===== config.mk =====
export PLATFORM = sky130hd
export DESIGN_NAME = i2c_byte_master
export DESIGN_NICKNAME = d
export VERILOG_FILES = /design/src/rtl/i2cm_pkg.sv /design/src/rtl/i2cm_filter.sv /design/src/rtl/i2cm_bus_mon.sv /design/src/rtl/i2cm_engine.sv /design/src/rtl/i2c_byte_master.sv
export SDC_FILE = /design/constraint.sdc
export NUM_CORES = 1
export LEC_CHECK = 0
export BUFFER_PORTS_ARGS = -buffer_cell sky130_fd_sc_hd__buf_2
export CORE_MARGIN = 2
export CORE_UTILIZATION = 50
export DETAILED_ROUTE_END_ITERATION = 10
export PLACE_DENSITY_LB_ADDON = 0.1
export SLEW_MARGIN = 20
export SYNTH_ARGS = -nofsm -noshare
export SYNTH_HDL_FRONTEND = slang
export SYNTH_SLANG_ARGS = --single-unit

===== constraint.sdc =====
create_clock -name clk -period 2.15 [get_ports clk]
set_input_delay 0.43 -clock clk [delete_from_list [all_inputs] [get_ports clk]]
set_output_delay 0.43 -clock clk [all_outputs]
set_load 0.03 [all_outputs]

===== src/rtl/i2cm_pkg.sv =====
package i2cm_pkg;

    typedef enum logic [2:0] {
        OP_START   = 3'd0,
        OP_RESTART = 3'd1,
        OP_WRITE   = 3'd2,
        OP_READ    = 3'd3,
        OP_STOP    = 3'd4
    } op_e;

    typedef enum logic [2:0] {
        ST_IDLE,
        ST_HELD,
        ST_WAIT_FREE,
        ST_LAUNCH,
        ST_RUN
    } state_e;

    // Line behaviour for one quarter of a clock period
    typedef struct packed {
        logic scl_low;
        logic sda_low;
        logic sda_keep;
        logic sample;
    } drive_s;

    localparam int unsigned BYTE_BITS = 8;
    localparam logic [5:0]  BYTE_LAST_Q = 6'd36;

    function automatic logic [5:0] last_quarter(op_e op);
        case (op)
            OP_START:   return 6'd3;
            OP_RESTART: return 6'd5;
            OP_STOP:    return 6'd4;
            default:    return BYTE_LAST_Q;
        endcase
    endfunction

    function automatic logic cmd_legal(logic [2:0] op, logic held);
        if (held)
            return (op == OP_RESTART) || (op == OP_WRITE) ||
                   (op == OP_READ) || (op == OP_STOP);
        return op == OP_START;
    endfunction

    function automatic drive_s drive_at(op_e op, logic [5:0] q,
                                        logic [7:0] data, logic ack_en);
        drive_s     d;
        logic [3:0] b;
        d = '{scl_low: 1'b0, sda_low: 1'b0, sda_keep: 1'b0, sample: 1'b0};
        b = q[5:2];
        case (op)
            OP_START: begin
                d.scl_low = (q == 6'd3);
                d.sda_low = (q != 6'd0);
            end
            OP_RESTART: begin
                d.scl_low  = (q < 6'd2) || (q == 6'd5);
                d.sda_low  = (q >= 6'd4);
                d.sda_keep = (q == 6'd0);
            end
            OP_STOP: begin
                d.scl_low  = (q < 6'd2);
                d.sda_low  = (q >= 6'd1) && (q <= 6'd3);
                d.sda_keep = (q == 6'd0);
            end
            OP_WRITE, OP_READ: begin
                if (q == BYTE_LAST_Q) begin
                    d.scl_low  = 1'b1;
                    d.sda_keep = 1'b1;
                end else begin
                    d.scl_low  = (q[1:0] < 2'd2);
                    d.sda_keep = (q[1:0] != 2'd1);
                    d.sample   = (q[1:0] == 2'd3);
                    if (b < 4'd8)
                        d.sda_low = (op == OP_WRITE) ? ~data[3'd7 - b[2:0]] : 1'b0;
                    else
                        d.sda_low = (op == OP_READ) ? ack_en : 1'b0;
                end
            end
            default: ;
        endcase
        return d;
    endfunction

endpackage


===== src/rtl/i2cm_filter.sv =====
module i2cm_filter #(
    parameter int FILT_CYC = 13
) (
    input  logic clk,
    input  logic rst,
    input  logic din,
    output logic dout
);
    localparam int CW = $clog2(FILT_CYC + 1);

    logic          s1, s2;
    logic [CW-1:0] cnt;

    always_ff @(posedge clk) begin
        if (rst) begin
            s1   <= 1'b1;
            s2   <= 1'b1;
            dout <= 1'b1;
            cnt  <= '0;
        end else begin
            s1 <= din;
            s2 <= s1;
            if (s2 == dout) begin
                cnt <= '0;
            end else if (cnt == CW'(FILT_CYC - 1)) begin
                dout <= s2;
                cnt  <= '0;
            end else begin
                cnt <= cnt + 1'b1;
            end
        end
    end

    // output only moves after the synchronised input has disagreed with it
    p_hold_r10: assert property (@(posedge clk) disable iff (rst)
        (s2 == dout) |=> $stable(dout));

endmodule


===== src/rtl/i2cm_bus_mon.sv =====
module i2cm_bus_mon #(
    parameter int STD_FREE  = 588,
    parameter int FAST_FREE = 163
) (
    input  logic clk,
    input  logic rst,
    input  logic fast_mode,
    input  logic scl_f,
    input  logic sda_f,
    output logic busy,
    output logic bus_free
);
    localparam int MAXF = (STD_FREE > FAST_FREE) ? STD_FREE : FAST_FREE;
    localparam int FW   = $clog2(MAXF + 1);

    logic          scl_p, sda_p;
    logic [FW-1:0] free_cnt;
    logic          start_det, stop_det;

    assign start_det = scl_p && scl_f && sda_p && !sda_f;
    assign stop_det  = scl_p && scl_f && !sda_p && sda_f;
    assign bus_free  = !busy && (free_cnt == '0);

    always_ff @(posedge clk) begin
        if (rst) begin
            scl_p    <= 1'b1;
            sda_p    <= 1'b1;
            busy     <= 1'b0;
            free_cnt <= '0;
        end else begin
            scl_p <= scl_f;
            sda_p <= sda_f;
            if (start_det)
                busy <= 1'b1;
            else if (stop_det)
                busy <= 1'b0;
            if (stop_det)
                free_cnt <= fast_mode ? FW'(FAST_FREE) : FW'(STD_FREE);
            else if (free_cnt != '0)
                free_cnt <= free_cnt - 1'b1;
        end
    end

    p_busy_start_r3: assert property (@(posedge clk) disable iff (rst)
        start_det |=> busy);

    p_busy_stop_r3: assert property (@(posedge clk) disable iff (rst)
        stop_det |=> (!busy && !bus_free));

endmodule


===== src/rtl/i2cm_engine.sv =====
module i2cm_engine
    import i2cm_pkg::*;
#(
    parameter int STD_QTR  = 312,
    parameter int FAST_QTR = 78
) (
    input  logic       clk,
    input  logic       rst,
    input  logic       fast_mode,
    input  logic       cmd_valid,
    output logic       cmd_ready,
    input  logic [2:0] cmd_op,
    input  logic [7:0] cmd_data,
    input  logic       cmd_ack,
    input  logic       bus_free,
    input  logic       sda_f,
    output logic       done,
    output logic       nack,
    output logic [7:0] rx_data,
    output logic       scl_oe,
    output logic       sda_oe
);
    localparam int MAXQ = (STD_QTR > FAST_QTR) ? STD_QTR : FAST_QTR;
    localparam int QW   = $clog2(MAXQ + 1);

    state_e        state;
    op_e           op_q;
    logic [7:0]    data_q;
    logic          ack_q;
    logic [QW-1:0] qtr_q, qcnt;
    logic [5:0]    qidx, q_sel;
    drive_s        d;
    logic          at_last, apply_en;

    assign cmd_ready = (state == ST_IDLE) || (state == ST_HELD);
    assign at_last   = (qidx == last_quarter(op_q));
    assign q_sel     = (state == ST_RUN) ? qidx + 6'd1 : 6'd0;
    assign d         = drive_at(op_q, q_sel, data_q, ack_q);
    assign apply_en  = (state == ST_LAUNCH) ||
                       ((state == ST_RUN) && (qcnt == '0) && !at_last);

    always_ff @(posedge clk) begin
        if (rst) begin
            state   <= ST_IDLE;
            op_q    <= OP_START;
            data_q  <= '0;
            ack_q   <= 1'b0;
            qtr_q   <= '0;
            qcnt    <= '0;
            qidx    <= '0;
            done    <= 1'b0;
            nack    <= 1'b0;
            rx_data <= '0;
            scl_oe  <= 1'b0;
            sda_oe  <= 1'b0;
        end else begin
            done <= 1'b0;
            case (state)
                ST_IDLE, ST_HELD: begin
                    if (cmd_valid) begin
                        op_q   <= op_e'(cmd_op);
                        data_q <= cmd_data;
                        ack_q  <= cmd_ack;
                        qtr_q  <= fast_mode ? QW'(FAST_QTR) : QW'(STD_QTR);
                        if (cmd_legal(cmd_op, state == ST_HELD))
                            state <= (state == ST_IDLE) ? ST_WAIT_FREE : ST_LAUNCH;
                        else
                            done <= 1'b1;
                    end
                end
                ST_WAIT_FREE: begin
                    if (bus_free)
                        state <= ST_LAUNCH;
                end
                ST_LAUNCH: begin
                    state <= ST_RUN;
                    qidx  <= '0;
                    qcnt  <= qtr_q - 1'b1;
                end
                ST_RUN: begin
                    if (qcnt != '0) begin
                        qcnt <= qcnt - 1'b1;
                    end else if (at_last) begin
                        done  <= 1'b1;
                        state <= (op_q == OP_STOP) ? ST_IDLE : ST_HELD;
                    end else begin
                        qidx <= qidx + 6'd1;
                        qcnt <= qtr_q - 1'b1;
                    end
                end
                default: state <= ST_IDLE;
            endcase

            if (apply_en) begin
                scl_oe <= d.scl_low;
                if (!d.sda_keep)
                    sda_oe <= d.sda_low;
                if (d.sample) begin
                    if (q_sel[5:2] < 4'(BYTE_BITS))
                        rx_data <= {rx_data[6:0], sda_f};
                    else
                        nack <= sda_f;
                end
            end
        end
    end

    // data stays put while the clock line is released inside a byte
    p_data_stable_r4: assert property (@(posedge clk) disable iff (rst)
        ((state == ST_RUN) && ((op_q == OP_WRITE) || (op_q == OP_READ)) &&
         !scl_oe && $past(!scl_oe)) |-> $stable(sda_oe));

    // data may fall with clock high only for a start or repeated start
    p_start_edge_r2: assert property (@(posedge clk) disable iff (rst)
        ($rose(sda_oe) && !scl_oe && $past(!scl_oe)) |->
        ((op_q == OP_START) || (op_q == OP_RESTART)));

    // data may rise with clock high only for a stop
    p_stop_edge_r8: assert property (@(posedge clk) disable iff (rst)
        ($fell(sda_oe) && !scl_oe && $past(!scl_oe)) |-> (op_q == OP_STOP));

    // a start waiting for the bus leaves both lines alone
    p_wait_free_r9: assert property (@(posedge clk) disable iff (rst)
        ((state == ST_WAIT_FREE) && !bus_free) |=>
        ($stable(scl_oe) && $stable(sda_oe) && (state == ST_WAIT_FREE)));

    // completion is a single-cycle pulse
    p_done_pulse_r5: assert property (@(posedge clk) disable iff (rst)
        done |=> !done);

    // a completed command leaves the controller ready
    p_done_ready_r13: assert property (@(posedge clk) disable iff (rst)
        done |-> cmd_ready);

endmodule


===== src/rtl/i2c_byte_master.sv =====
module i2c_byte_master #(
    parameter int STD_QTR   = 312,
    parameter int FAST_QTR  = 78,
    parameter int STD_FREE  = 588,
    parameter int FAST_FREE = 163,
    parameter int FILT_CYC  = 13
) (
    input  logic       clk,
    input  logic       rst,
    input  logic       fast_mode,
    input  logic       cmd_valid,
    output logic       cmd_ready,
    input  logic [2:0] cmd_op,
    input  logic [7:0] cmd_data,
    input  logic       cmd_ack,
    output logic       done,
    output logic       nack,
    output logic [7:0] rx_data,
    output logic       bus_busy,
    input  logic       scl_i,
    input  logic       sda_i,
    output logic       scl_oe,
    output logic       sda_oe
);
    localparam int NLINES = 2;
    localparam int SDA_IX = 0;
    localparam int SCL_IX = 1;

    logic [NLINES-1:0] raw, filt;
    logic              bus_free;

    assign raw = {scl_i, sda_i};

    for (genvar g = 0; g < NLINES; g++) begin : g_filt
        i2cm_filter #(.FILT_CYC(FILT_CYC)) u_filt (
            .clk  (clk),
            .rst  (rst),
            .din  (raw[g]),
            .dout (filt[g])
        );
    end

    i2cm_bus_mon #(
        .STD_FREE  (STD_FREE),
        .FAST_FREE (FAST_FREE)
    ) u_mon (
        .clk       (clk),
        .rst       (rst),
        .fast_mode (fast_mode),
        .scl_f     (filt[SCL_IX]),
        .sda_f     (filt[SDA_IX]),
        .busy      (bus_busy),
        .bus_free  (bus_free)
    );

    i2cm_engine #(
        .STD_QTR  (STD_QTR),
        .FAST_QTR (FAST_QTR)
    ) u_eng (
        .clk       (clk),
        .rst       (rst),
        .fast_mode (fast_mode),
        .cmd_valid (cmd_valid),
        .cmd_ready (cmd_ready),
        .cmd_op    (cmd_op),
        .cmd_data  (cmd_data),
        .cmd_ack   (cmd_ack),
        .bus_free  (bus_free),
        .sda_f     (filt[SDA_IX]),
        .done      (done),
        .nack      (nack),
        .rx_data   (rx_data),
        .scl_oe    (scl_oe),
        .sda_oe    (sda_oe)
    );

endmodule


# After elaboration in Yosys (flattened, before gate mapping)

Index checks and enable logic that the tools add are counted.

Equal/unequal tests: 29
Shifts and indexed selects: 0
Order comparisons: 7
Multipliers: 0
Divide/modulo/power cells: 0
Mux-type cells: 48
Reductions and logical operators: 45
Add/subtract/negate cells: 7
Bitwise gates (word level): 5

Operators by type and width:

| cell                  | count |
|---|---|
| $mux 10               | 3 |
| $mux 9                | 3 |
| $mux 1                | 26 |
| $eq 3x2->1 const B    | 6 |
| $mux 6                | 3 |
| $pmux 6 s3            | 1 |
| $pmux 9 s2            | 1 |
| $sub 9x1->9 const B   | 2 |
| $mux 3                | 5 |
| $pmux 3 s4            | 1 |
| $pmux 6 s2            | 1 |
| $logic_not 10->1      | 1 |
| $reduce_and 2->1      | 5 |
| $reduce_bool 10->1    | 1 |
| $sub 10x1->10 const B | 1 |
| $eq 3x1->1 const B    | 3 |
| $eq 3x3->1 const B    | 3 |
| $logic_and 1x1->1     | 9 |
| $logic_not 3->1       | 3 |
| $logic_not 9->1       | 1 |
| $reduce_and 3->1      | 3 |
| $reduce_bool 9->1     | 1 |
| $add 4x1->4 const B   | 2 |
| $eq 4x4->1 const B    | 2 |
| 30 further kinds      | 54 |

Logic and storage cells: 165
Output and inout port bits: 14
Memories kept: 0
Bits in read-only memories: 0
Input bits: 18
Flip-flop bits (word level): 78
Latch bits: 0
RAM bits: 0

# Logic depth before layout (Yosys ltp)

Gate-level depths: netlist (run 1).

Depth in word-level cells: 12
Gate-level depth with buffers: 9
Depth with buffers taken out: 8

# By module

From an unflattened synthesis (run 1), not the netlist that was laid out.

Cell total of the unflattened synthesis: 453
Area total of the unflattened synthesis: 3664.8 µm²

By module, submodules not included:

| module       | area each (µm²) | cells an instance | times used | sequential area each (µm²) |
|---|---|---|---|---|
| i2cm_engine  | 2478.6          | 325               | 1          | 900.9 |
| i2cm_bus_mon | 643.1           | 74                | 1          | 260.2 |
| i2cm_filter  | 271.5           | 27                | 2          | 140.1 |

# Worst setup path after synthesis (run 1)

OpenSTA, ideal clock, no wires.

Kind: register -> register
From: reg u_eng.op_q[1]
To: reg u_eng.qcnt[3]
Path slack: -255 ps
Period minus slack after synthesis: 2405 ps
Buffers on the path: 2
Cell stages (with the launch flop): 9
Setup time: 130 ps
Required time: 2020 ps
Data arrival time: 2275 ps
Cells stage by stage: dfxtp_1 > buf_6 > or3_1 > or3b_1 > a221o_2 > o31ai_4 > and2_0 > buf_4 > o32ai_1

Longest elaborated chain between the ends: 5
Elaborated cells on any way between the ends: 7
Classes of those cells: eq/ne (4); mux (1); reduce/logical (2)

RTL lines:

| element                            | RTL line          | RTL |
|---|---|---|
| start: declaration                 | i2cm_engine.sv:27 | `op_e op_q;` |
| start signal: assignment           | i2cm_engine.sv:61 | `op_q <= op_e'(cmd_op);` |
| $eq 3x3->1 (tied with other cells) | i2cm_pkg.sv:31    | `case (op)` |
| $pmux 6 s3 *                       | i2cm_pkg.sv:31    |  |
| $eq 6x6->1 *                       | i2cm_engine.sv:36 | `assign at_last = (qidx == last_quarter(op_q));` |
| $ne 3x3->1 (no line) *             | -                 |  |
| $reduce_and 2->1 (no line) *       | -                 |  |
| end signal: assignment             | i2cm_engine.sv:78 | `qcnt <= qtr_q - 1'b1;` |
| end signal: assignment             | i2cm_engine.sv:82 | `qcnt <= qcnt - 1'b1;` |
| end signal: assignment             | i2cm_engine.sv:88 | `qcnt <= qtr_q - 1'b1;` |
| end: declaration                   | i2cm_engine.sv:30 | `logic [QW-1:0] qtr_q, qcnt;` |

Every way passes the cells marked *; elsewhere a longest branch is shown, timed or not.
A chain may end at the register's enable or synchronous reset.

# Worst setup path in the final report (run 1)

From: reg u_eng.op_q[0]
To: reg u_eng.rx_data[2]

Longest elaborated chain between the ends: 7
Elaborated cells on any way between the ends: 13
Classes of those cells: eq/ne (5); mux (2); reduce/logical (6)

RTL lines:

| element                            | RTL line           | RTL |
|---|---|---|
| $eq 3x3->1 (tied with other cells) | i2cm_pkg.sv:31     |  |
| $pmux 6 s3                         | i2cm_pkg.sv:31     |  |
| $eq 6x6->1                         | i2cm_engine.sv:36  |  |
| $logic_not 1->1                    | i2cm_engine.sv:40  | `((state == ST_RUN) && (qcnt == '0) && !at_last);` |
| $logic_and 1x1->1                  | i2cm_engine.sv:40  |  |
| $logic_or 1x1->1                   | i2cm_engine.sv:39  | `assign apply_en = (state == ST_LAUNCH) \|\|` |
| $reduce_and 3->1 (no line) *       | -                  |  |
| end signal: assignment             | i2cm_engine.sv:100 | `rx_data <= {rx_data[6:0], sda_f};` |
| end: declaration                   | i2cm_engine.sv:19  | `output logic [7:0] rx_data,` |

Marked as above.

==> out/metrics.cfg, run 1 <==
[run_status]
outcome=finished, violations left
violations=negative setup slack

[floorplanning]
core-area_sq_um=7210
die_w_um=90.1
row_count=31
die_area_sq_um=8110
ioPinCount=32
die_h_um=90.1
initial_core_util_pct=51.3

[min_path]
worstHoldPathType=in2reg
hold_path_depth=2

[timing]
rsz0062_at_grt=yes
setup_viol=28
finalWorstSetupSlack_ns=-0.169
slew-limit-headroom_pct=58.8
drv_slew=0
post-route-min-period_ns=2.32
max_slew.worst_pin.slew_ns=0.612
max_freq_mhz=431
fin_skew_ns=0.0111
hold_violations=0
finalHoldWorstSlack_ns=0.268
period_share_pct=108

[yosys]
ys_warn_count=0
ys_seq_elements=72
ys_seq_area_share_pct=38.9
synthFlopType=dfxtp_1
synth_edf_count=0
synth_nets=474
synth.distinct_cells=69
synth_cells=446
async_flop_share_pct=0
syn_avg_cell_area_sq_um=8.30
synth_area_sq_um=3700

[clock_tree]
numCtsBuffers=9
clock_sinks=72
clk_latency_ns=0.35
cts_root_buf=clkbuf_8
path_clk_slew_ns=0.08
clock_path_buffers=2
postCtsHoldBufs=0
cts_tree=built
cts_max_level=3

[global_route]
grt_overflow=0
grt_pass1_vias=3270
grt_pass1_wl_um=15200
grt_start_max_net_pins=31
grtUsageTotal_pct=22.6
antenna_found_initial=0

[layout]
final_nets=541
area_growth_pct=24.8
fin_cells=617
final_util_pct=64.1
drive_above_1_share_pct=26.8
n_antenna_cell=0

[drt]
drtAntennaViolNets=0
firstDrtPassIters=4
wire_per_inst_um=14.2
vias_per_cell=5.44
drt-initial-drc-count=182
drcViolationCount=0
num_vias=3359
drt_wl_total_um=8740

[critical_path]
arrival_ns=2.55
cpMostUsedCell=buf_12
cp-start-kind=flip-flop
path_cells=or3_4 -> or3b_1 -> a221o_2 -> a31oi_4 -> buf_12 -> nor3_4 -> buf_12 -> mux2i_1
cpPeakStageDelay_ns=0.47
cp.depth=8
path_max_fanout=8
crit_path_end_kind=flip-flop
r2r_cells=8
required_ns=2.38
crit_buf_inv=2
slowest_stage=a221o_2
critPathKind=reg2reg
crit_family=simple AND/OR/NAND/NOR gates

[placement]
portBuffers=31
dp_slack_ns=-0.149
dp_cells=598
dp_hpwl_um=6040
globalplace.congestion=0.933

[power_and_ir_drop]
pwr_density_cell_nw_per_um2=778
ir_drop_uv=647
p_leak_uw=0.00189

[job]
cap_violations=0

-- path summary, 6_finish.rpt --
| path | from | endpoint | slack, ns |
|---|---|---|---|
| setup reg to reg | u_eng.op_q[0]$_SDFFE_PP0P_ | u_eng.rx_data[2]$_SDFFE_PP0P_ | -0.17 |
| hold reg to reg | g_filt[0].u_filt.s1$_SDFF_PP1_ | g_filt[0].u_filt.s2$_SDFF_PP1_ | 0.41 |
| hold / removal | scl_i | g_filt[1].u_filt.s1$_SDFF_PP1_ | 0.27 |
| setup / recovery | u_eng.op_q[0]$_SDFFE_PP0P_ | u_eng.rx_data[2]$_SDFFE_PP0P_ | -0.17 |
-- where the power goes --
group	switching [uW]	total (uW)	internal [uW]
Combinational	408	858	450
Clock	505	1220	715
Sequential	85.6	1520	1440
Total	999	3600	2600
-- worst register-to-register path: stages, from the launching register on --
cell     delay (ns)
dfxtp_2        0.32
or3_4          0.37
or3b_1         0.35
a221o_2        0.47
a31oi_4        0.22
buf_12         0.16
nor3_4         0.05
buf_12         0.15
mux2i_1        0.12
-- cell usage after synthesis (all sizes together), types with 4 or more instances --
| cell type | instances | area (sq um) |
|---|---|---|
| nand2 | 61 | 229 |
| xor2 | 7 | 61.3 |
| nand2b | 4 | 25.0 |
| o31ai | 4 | 43.8 |
| nor3 | 11 | 66.3 |
| and2 | 5 | 31.3 |
| dfxtp | 72 | 1440 |
| nor2 | 47 | 176 |
| nand3 | 8 | 40.0 |
| mux2i | 17 | 170 |
| buf | 5 | 38.8 |
| or3b | 4 | 35.0 |
| a211oi | 5 | 37.5 |
| or2 | 12 | 75.1 |
| o21ai | 13 | 68.8 |
| clkbuf | 18 | 67.6 |
| xnor2 | 9 | 78.8 |
| nor4 | 4 | 31.3 |
| mux2 | 4 | 45.0 |
| a21oi | 40 | 200 |
| a31oi | 4 | 40.0 |
| o211ai | 4 | 30.0 |
| ha | 10 | 125 |
| inv | 17 | 63.8 |
| or3 | 10 | 62.6 |
| o32ai | 4 | 35.0 |
-- final cells by class --
cell class	instances	area, sq um
flip-flops and latches	72	1440
fillers	659	2590
clock buffers	11	151
inverters	18	67.6
multi-input cells	333	2200
repair buffers	79	559
clock inverters	5	78.8
well taps	99	124
-- what timing repair did --
item / in CTS / in global routing
buffers inserted: 1 / 3
pin swaps: 1 / 12
resized for setup: 2 / 25
endpoints found under the setup margin: 27 / 30
endpoints found under the hold margin: 0 / 0
-- metrics by stage --
step	power, uW	TNS, ns	instance area, sq um
2_1_floorplan	2110	-2.54	3710
3_3_place_gp	2320	-1.27	4250
3_5_place_dp	2340	-2.05	4250
4_1_cts	3560	-2.30	4490
5_1_grt	3810	-5.39	4620
6_report	3600	-3.26	4620
-- state kept, by name, indices dropped and copies added (netlist names) --
name / flops
u_eng.data_q: 8
u_eng.qidx: 6
u_mon.scl_p: 1
u_eng.ack_q: 1
u_eng.nack: 1
g_filt.u_filt.s1: 2
u_eng.done: 1
u_eng.qtr_q: 3
g_filt.u_filt.dout: 2
u_eng.op_q: 3
u_eng.scl_oe: 1
u_mon.busy: 1
g_filt.u_filt.s2: 2
u_mon.free_cnt: 10
u_eng.state: 3
u_mon.sda_p: 1
u_eng.qcnt: 9
u_eng.rx_data: 8
g_filt.u_filt.cnt: 8
u_eng.sda_oe: 1
-- routing by layer --
layer	track usage (%)	share of wire, %	vias up	wire (um)
met2	35.5	46	99	3990
met1	30.3	47	1535	4090
met3	5.70	5.6	15	487
met4	7.56	2.0	0	175
li1	-	-	1710	-
met5	0	0	-	0
-- kinds of logic (layout without fill, tap and decap cells) --
family / after synthesis / in the layout / synth area share (%)
DFF: 72 / 72 / 38.9
xor gates and xnor gates: 16 / 16 / 3.78
buffers and inverters: 41 / 113 / 4.70
adders and majority gates: 10 / 10 / 3.38
muxes: 21 / 21 / 5.81
and+or+nand+nor: 185 / 185 / 24.9
AOI/OAI and AO/OA: 101 / 101 / 18.5
-- cells in the final DEF (no fill, tap or decap), drive strengths merged, types with 7 or more instances in the layout --
master / count
mux2i: 17
o21ai: 13
xnor2: 9
inv: 17
nor3: 11
clkbuf: 11
or2: 12
xor2: 7
nand3: 8
buf: 79
a21oi: 40
nor2: 47
ha: 10
or3: 10
dfxtp: 72
nand2: 61
Note: power is estimated with default switching activity, not from simulation.
==> run 2: changes to the inputs <==
--- a/config.mk
+++ b/config.mk
@@ -13,4 +13,5 @@
 export SLEW_MARGIN = 20
 export SYNTH_ARGS = -nofsm -noshare
 export SYNTH_HDL_FRONTEND = slang
+export SYNTH_HIERARCHICAL = 1
 export SYNTH_SLANG_ARGS = --single-unit
==> run 2 against run 1 <==
  * Sequential share of layout area increased by 0.98 points
  * Clock power decreased by 15%
  * Die area decreased by 1.0%
  * The run still ends with negative setup slack left
  * Critical endpoint is now u_eng/rx_data[5]$_SDFFE_PP0P_
  * Sequential power about the same
==> out/metrics.cfg, run 2 <==
[placement]
dp_slack_ns=-0.00654
dp_cells=599
placed_area_sq_um=4200
globalplace.congestion=0.950
dp_hpwl_um=6300
portBuffers=31

[yosys]
synth.area.mux_share_pct=3.86
ys_seq_elements=72
synth_edf_count=0
async_flop_share_pct=0
synth_area_sq_um=3660
ys_seq_area_share_pct=39.3
synth_nets=481
synth_compound_area_share_pct=16.4
synth_top_cells_by_area=dfxtp_1, a21oi_1, nor2_1
synthFlopType=dfxtp_1
synth_top_area_share_pct=39.3
synthSimpleGateAreaFrac_pct=28.2
synth_most_common_cell=dfxtp_1
synth_fa_ha_area_share_pct=3.41
synthTopCellsByCount=dfxtp_1, nor2_1, nand2_1
ys_warn_count=6
synth_top_family_by_area=simple AND/OR/NAND/NOR gates
synth.distinct_cells=61
synth_xor_area_share_pct=4.30
synth_cells=453
synth_largest_area_cell=dfxtp_1
syn_avg_cell_area_sq_um=8.09

[global_route]
grtUsageTotal_pct=23.0
antenna_found_initial=0
grt_pass1_vias=3041
grt_overflow=0
grt_pass1_wl_um=14300
grt_start_max_net_pins=38

[drt]
drtAntennaViolNets=0
firstDrtPassIters=4
num_vias=3279
vias_per_cell=5.33
wire_per_inst_um=14.3
drt-initial-drc-count=139
drt_wl_total_um=8800
drcViolationCount=0

[layout]
fill_cells=650
area_growth_pct=22.5
drive_above_1_share_pct=24.2
final_common_cell=dfxtp_1
n_antenna_cell=0
multi_input_area_sq_um=2150
final_nets=540
register_area_sq_um=1450
fin_cells=615
layout_common_cells=dfxtp_1, nor2_1, nand2_1
reg.largest.list=u_mon/free_cnt (10), u_eng/qcnt (9)
design_area_sq_um=4490
largest_reg_flops=10
max_flop_register=u_mon/free_cnt

[critical_path]
critPathKind=reg2reg
r2r_cells=9
path_max_fanout=12
required_ns=2.38
crit_path_end_kind=flip-flop
reg2reg_slack_ns=-0.03
cp-start-kind=flip-flop
reg2reg_to=u_eng/rx_data[5]$_SDFFE_PP0P_
r2r-start=u_eng/op_q[2]$_SDFFE_PP0P_
arrival_ns=2.40

[power_and_ir_drop]
p_leak_uw=0.00177
pwr_density_cell_nw_per_um2=758
ir_drop_uv=391

[timing]
hold_violations=0
setup_viol=1
finalWorstSetupSlack_ns=-0.0273
drv_slew=0
period_share_pct=101
slew-limit-headroom_pct=62.2
max_slew.worst_pin.slew_ns=0.565
post-route-min-period_ns=2.18
finalHoldWorstSlack_ns=0.273
rsz0062_at_grt=yes
max_freq_mhz=459
fin_skew_ns=0.0116

[clock_tree]
numCtsBuffers=9
path_clk_slew_ns=0.08
cts_tree=built
postCtsHoldBufs=0
clk_latency_ns=0.34
cts_root_buf=clkbuf_8
clock_sinks=72
cts_max_level=3
clock_path_buffers=2

[floorplanning]
ioPinCount=32
die_h_um=89.6
die_w_um=89.6
die_area_sq_um=8030
row_count=31
core-area_sq_um=7180
initial_core_util_pct=51.1

[min_path]
worstHoldStart=sda_i
hold_path_depth=2
worstHoldPathType=in2reg
worst_hold_path.endpoint=g_filt[0].u_filt/s1$_SDFF_PP1_

[job]
cap_violations=0

[run_status]
outcome=finished, violations left
violations=negative setup slack

==> run 2: cell types whose count changed after synthesis, moves of 5 or more <==
| cell | change |
|---|---|
| or3_1 | -9 |
| a21oi_1 | +7 |
| nor2_1 | +14 |
| or2_2 | -5 |
| nand2_1 | -8 |
==> run 2: layout make-up <==
class                   instances  share of cell area, %
clock buffers                  10                   2.84
clock inverters                 5                   1.31
inverters                      20                   1.67
multi-input cells             339                   47.9
flip-flops and latches         72                   32.2
well taps                      99                   2.76
repair buffers                 70                   11.4
==> run 2: power by group <==
part           total, uW  switching (uW)  leakage [uW]  internal (uW)
sequential          1550             113      0.000588           1440
combinational        810             421       0.00109            389
clock               1040             510     0.0000883            530
==> run 2: cell families (layout without fill, tap and decap cells) <==
| logic type | Yosys count | count (layout) |
|---|---|---|
| AO/OA/AOI/OAI | 100 | 100 |
| XOR/XNOR | 18 | 18 |
| adder cells (fa/ha/maj) | 10 | 10 |
| buffers and inverters | 42 | 105 |
| flip-flops | 72 | 72 |
| multiplexers | 14 | 14 |
| AND/OR/NAND/NOR | 197 | 197 |
==> run 2: how the worst max path moves through the flow <==
stage	cells past startpoint	start	slack (ns)	end
2_1_floorplan	7	u_eng/state[2]$_SDFFE_PP0P_	0.004	u_eng/rx_data[4]$_SDFFE_PP0P_
3_3_place_gp	7	u_eng/qcnt[2]$_SDFFE_PP0P_	0.05	u_eng/nack$_SDFFE_PP0P_
3_5_place_dp	9	u_eng/op_q[1]$_SDFFE_PP0P_	-0.007	u_eng/qcnt[3]$_SDFFE_PP0P_
4_1_cts	7	u_eng/qcnt[2]$_SDFFE_PP0P_	0.009	u_eng/nack$_SDFFE_PP0P_
5_1_grt	9	u_eng/op_q[2]$_SDFFE_PP0P_	-0.13	u_eng/rx_data[1]$_SDFFE_PP0P_
6_report	9	u_eng/op_q[2]$_SDFFE_PP0P_	-0.03	u_eng/rx_data[5]$_SDFFE_PP0P_
==> run 2: repair_timing <==
item                                    in CTS  in global routing
pin swaps                                    0                 12
setup buffers                                0                  1
endpoints found under the setup margin       1                 21
resized for setup                            1                 21
==> run 2: stage by stage <==
| stage | setup TNS, ns | power (uW) | utilization [%] |
|---|---|---|---|
| 2_1_floorplan | 0 | 2200 | - |
| 3_3_place_gp | 0 | 2360 | 58.6 |
| 3_5_place_dp | -0.00654 | 2380 | 58.6 |
| 4_1_cts | 0 | 3420 | 61.3 |
| 5_1_grt | -1.21 | 3590 | 62.6 |
| 6_report | -0.0273 | 3400 | 62.6 |
==> run 2: metal layers <==
layer	routed length [um]	GRT usage, %
met4	125	7.06
met2	4110	36.8
met1	4230	31.0
met3	335	5.30
met5	0	0
==> run 2: critical path, stage by stage, from the launching register on <==
cell and delay (ns):
dfxtp_1 0.35, buf_12 0.15, and3_1 0.19, nor4b_2 0.31, o21ai_2 0.13, a21o_1 0.24
nor3_4 0.23, buf_12 0.16, mux2i_2 0.20, nor2_1 0.08
==> run 3: changes to the inputs <==
--- a/config.mk
+++ b/config.mk
@@ -10,6 +10,7 @@
 export CORE_UTILIZATION = 50
 export DETAILED_ROUTE_END_ITERATION = 10
 export PLACE_DENSITY_LB_ADDON = 0.1
+export SKIP_CTS_REPAIR_TIMING = 1
 export SLEW_MARGIN = 20
 export SYNTH_ARGS = -nofsm -noshare
 export SYNTH_HDL_FRONTEND = slang
==> run 3 against run 2 <==
  * Total power is essentially flat
  * Hold slack about the same
  * Largest power group unchanged
  * Highest routed layer unchanged
  * Routed wire length down 0.10%
  * Register-to-register slack improved by 0.04 ns
  * Count of clock-buffer cells in the layout did not move
  * The run now ends clean
  * Design area is 0.20% higher
  * Core utilization increased by 0.12 points
  * Sequential power barely moved
==> out/metrics.cfg, run 3 (synthesis results as in run 2) <==
[run_status]
outcome=completed

[floorplanning]
initial_core_util_pct=51.1
die_area_sq_um=8030
ioPinCount=32
row_count=31
die_w_um=89.6
die_h_um=89.6
core-area_sq_um=7180

[critical_path]
path_max_fanout=8
arrival_ns=2.37
cpPeakStageDelay_ns=0.40
path_cells=or3_4 -> nor4b_4 -> a21oi_2 -> a21o_1 -> nor3_4 -> buf_12 -> mux2i_2 -> nor2_1
cp-start-kind=flip-flop
r2r_cells=8
slowest_stage=or3_4
crit_buf_inv=1
required_ns=2.38
crit_family=simple AND/OR/NAND/NOR gates
crit_path_end_kind=flip-flop
cp.depth=8
critPathKind=reg2reg

[layout]
reg.largest.list=u_mon/free_cnt (10), u_eng/qcnt (9)
max_flop_register=u_mon/free_cnt
final_nets=541
layout_common_cells=dfxtp_1, nor2_1, nand2_1
largest_reg_flops=10
register_area_sq_um=1450
final_common_cell=dfxtp_1
area_growth_pct=22.8
multi_input_area_sq_um=2150
n_antenna_cell=0
fill_cells=651
drive_above_1_share_pct=24.6

[min_path]
hold_path_depth=2
worstHoldPathType=in2reg

[drt]
vias_per_cell=5.35
drcViolationCount=0
drtAntennaViolNets=0
firstDrtPassIters=5
drt-initial-drc-count=120
wire_per_inst_um=14.3
drt_wl_total_um=8790
num_vias=3296

[timing]
finalHoldWorstSlack_ns=0.273
slew-limit-headroom_pct=60.7
rsz0062_at_grt=yes
max_freq_mhz=468
finalWorstSetupSlack_ns=0.0113
max_slew.worst_pin.slew_ns=0.588
period_share_pct=99.5
setup_viol=0
hold_violations=0
drv_slew=0
fin_skew_ns=0.0117
post-route-min-period_ns=2.14

[placement]
dp_slack_ns=-0.00654
portBuffers=31
dp_hpwl_um=6300
globalplace.congestion=0.950

[clock_tree]
path_clk_slew_ns=0.08
clock_sinks=72
clock_path_buffers=2
cts_root_buf=clkbuf_8
clk_latency_ns=0.34
numCtsBuffers=9
cts_max_level=3
cts_tree=built

[global_route]
grt_pass1_wl_um=14300
antenna_found_initial=0
grt_overflow=0
grtUsageTotal_pct=23.0
grt_start_max_net_pins=38
grt_pass1_vias=3036

[job]
cap_violations=0

[power_and_ir_drop]
p_leak_uw=0.00177
pwr_density_cell_nw_per_um2=756
ir_drop_uv=391

==> run 3: cell count changes in the layout (fill, tap and decap cells not counted) <==
cell / previous run / this run
dfxtp_1: 69 / 68
dfxtp_2: 3 / 4
buf_4: 34 / 35
==> run 3: final timing paths <==
path                                        from                             end  slack (ns)
setup / recovery      u_eng/qcnt[3]$_SDFFE_PP0P_   u_eng/rx_data[5]$_SDFFE_PP0P_        0.01
hold / removal                             sda_i  g_filt[0].u_filt/s1$_SDFF_PP1_        0.27
setup reg to reg      u_eng/qcnt[3]$_SDFFE_PP0P_   u_eng/rx_data[5]$_SDFFE_PP0P_        0.01
hold reg to reg   g_filt[0].u_filt/s1$_SDFF_PP1_  g_filt[0].u_filt/s2$_SDFF_PP1_        0.42
==> run 3: stage by stage <==
step,TNS (ns),total power [uW],cells,cell area [sq um],util (%)
CTS,-0.0285,3420,614,4390,61.2
floorplan,0,2200,453,3660,-
detailed placement,-0.00654,2380,599,4200,58.6
global route,-0.734,3600,616,4500,62.7
global placement,0,2360,599,4200,58.6
finish,0,3400,616,4500,62.7
==> run 3: where the power goes <==
group          switching, uW  total, uW  internal (uW)
logic                    422        811            389
clock network            510       1040            530
registers                113       1550           1440
total                   1040       3400           2360
==> run 3: cell type report <==
cell class / count / area share (%)
Multi-Input combinational cell: 339 / 47.8
Timing Repair Buffer: 71 / 11.5
Clock buffer: 10 / 2.84
Sequential cell: 72 / 32.1
Tap cell: 99 / 2.75
Clock inverter: 5 / 1.31
Inverter: 20 / 1.67
==> run 3: metal layers <==
layer / global-route usage [%] / vias up / wire length [um]
met4: 7.06 / 0 / 80
met1: 31.0 / 1540 / 4270
li1: - / 1692 / -
met5: 0 / - / 0
met3: 5.30 / 9 / 307
met2: 36.8 / 55 / 4130
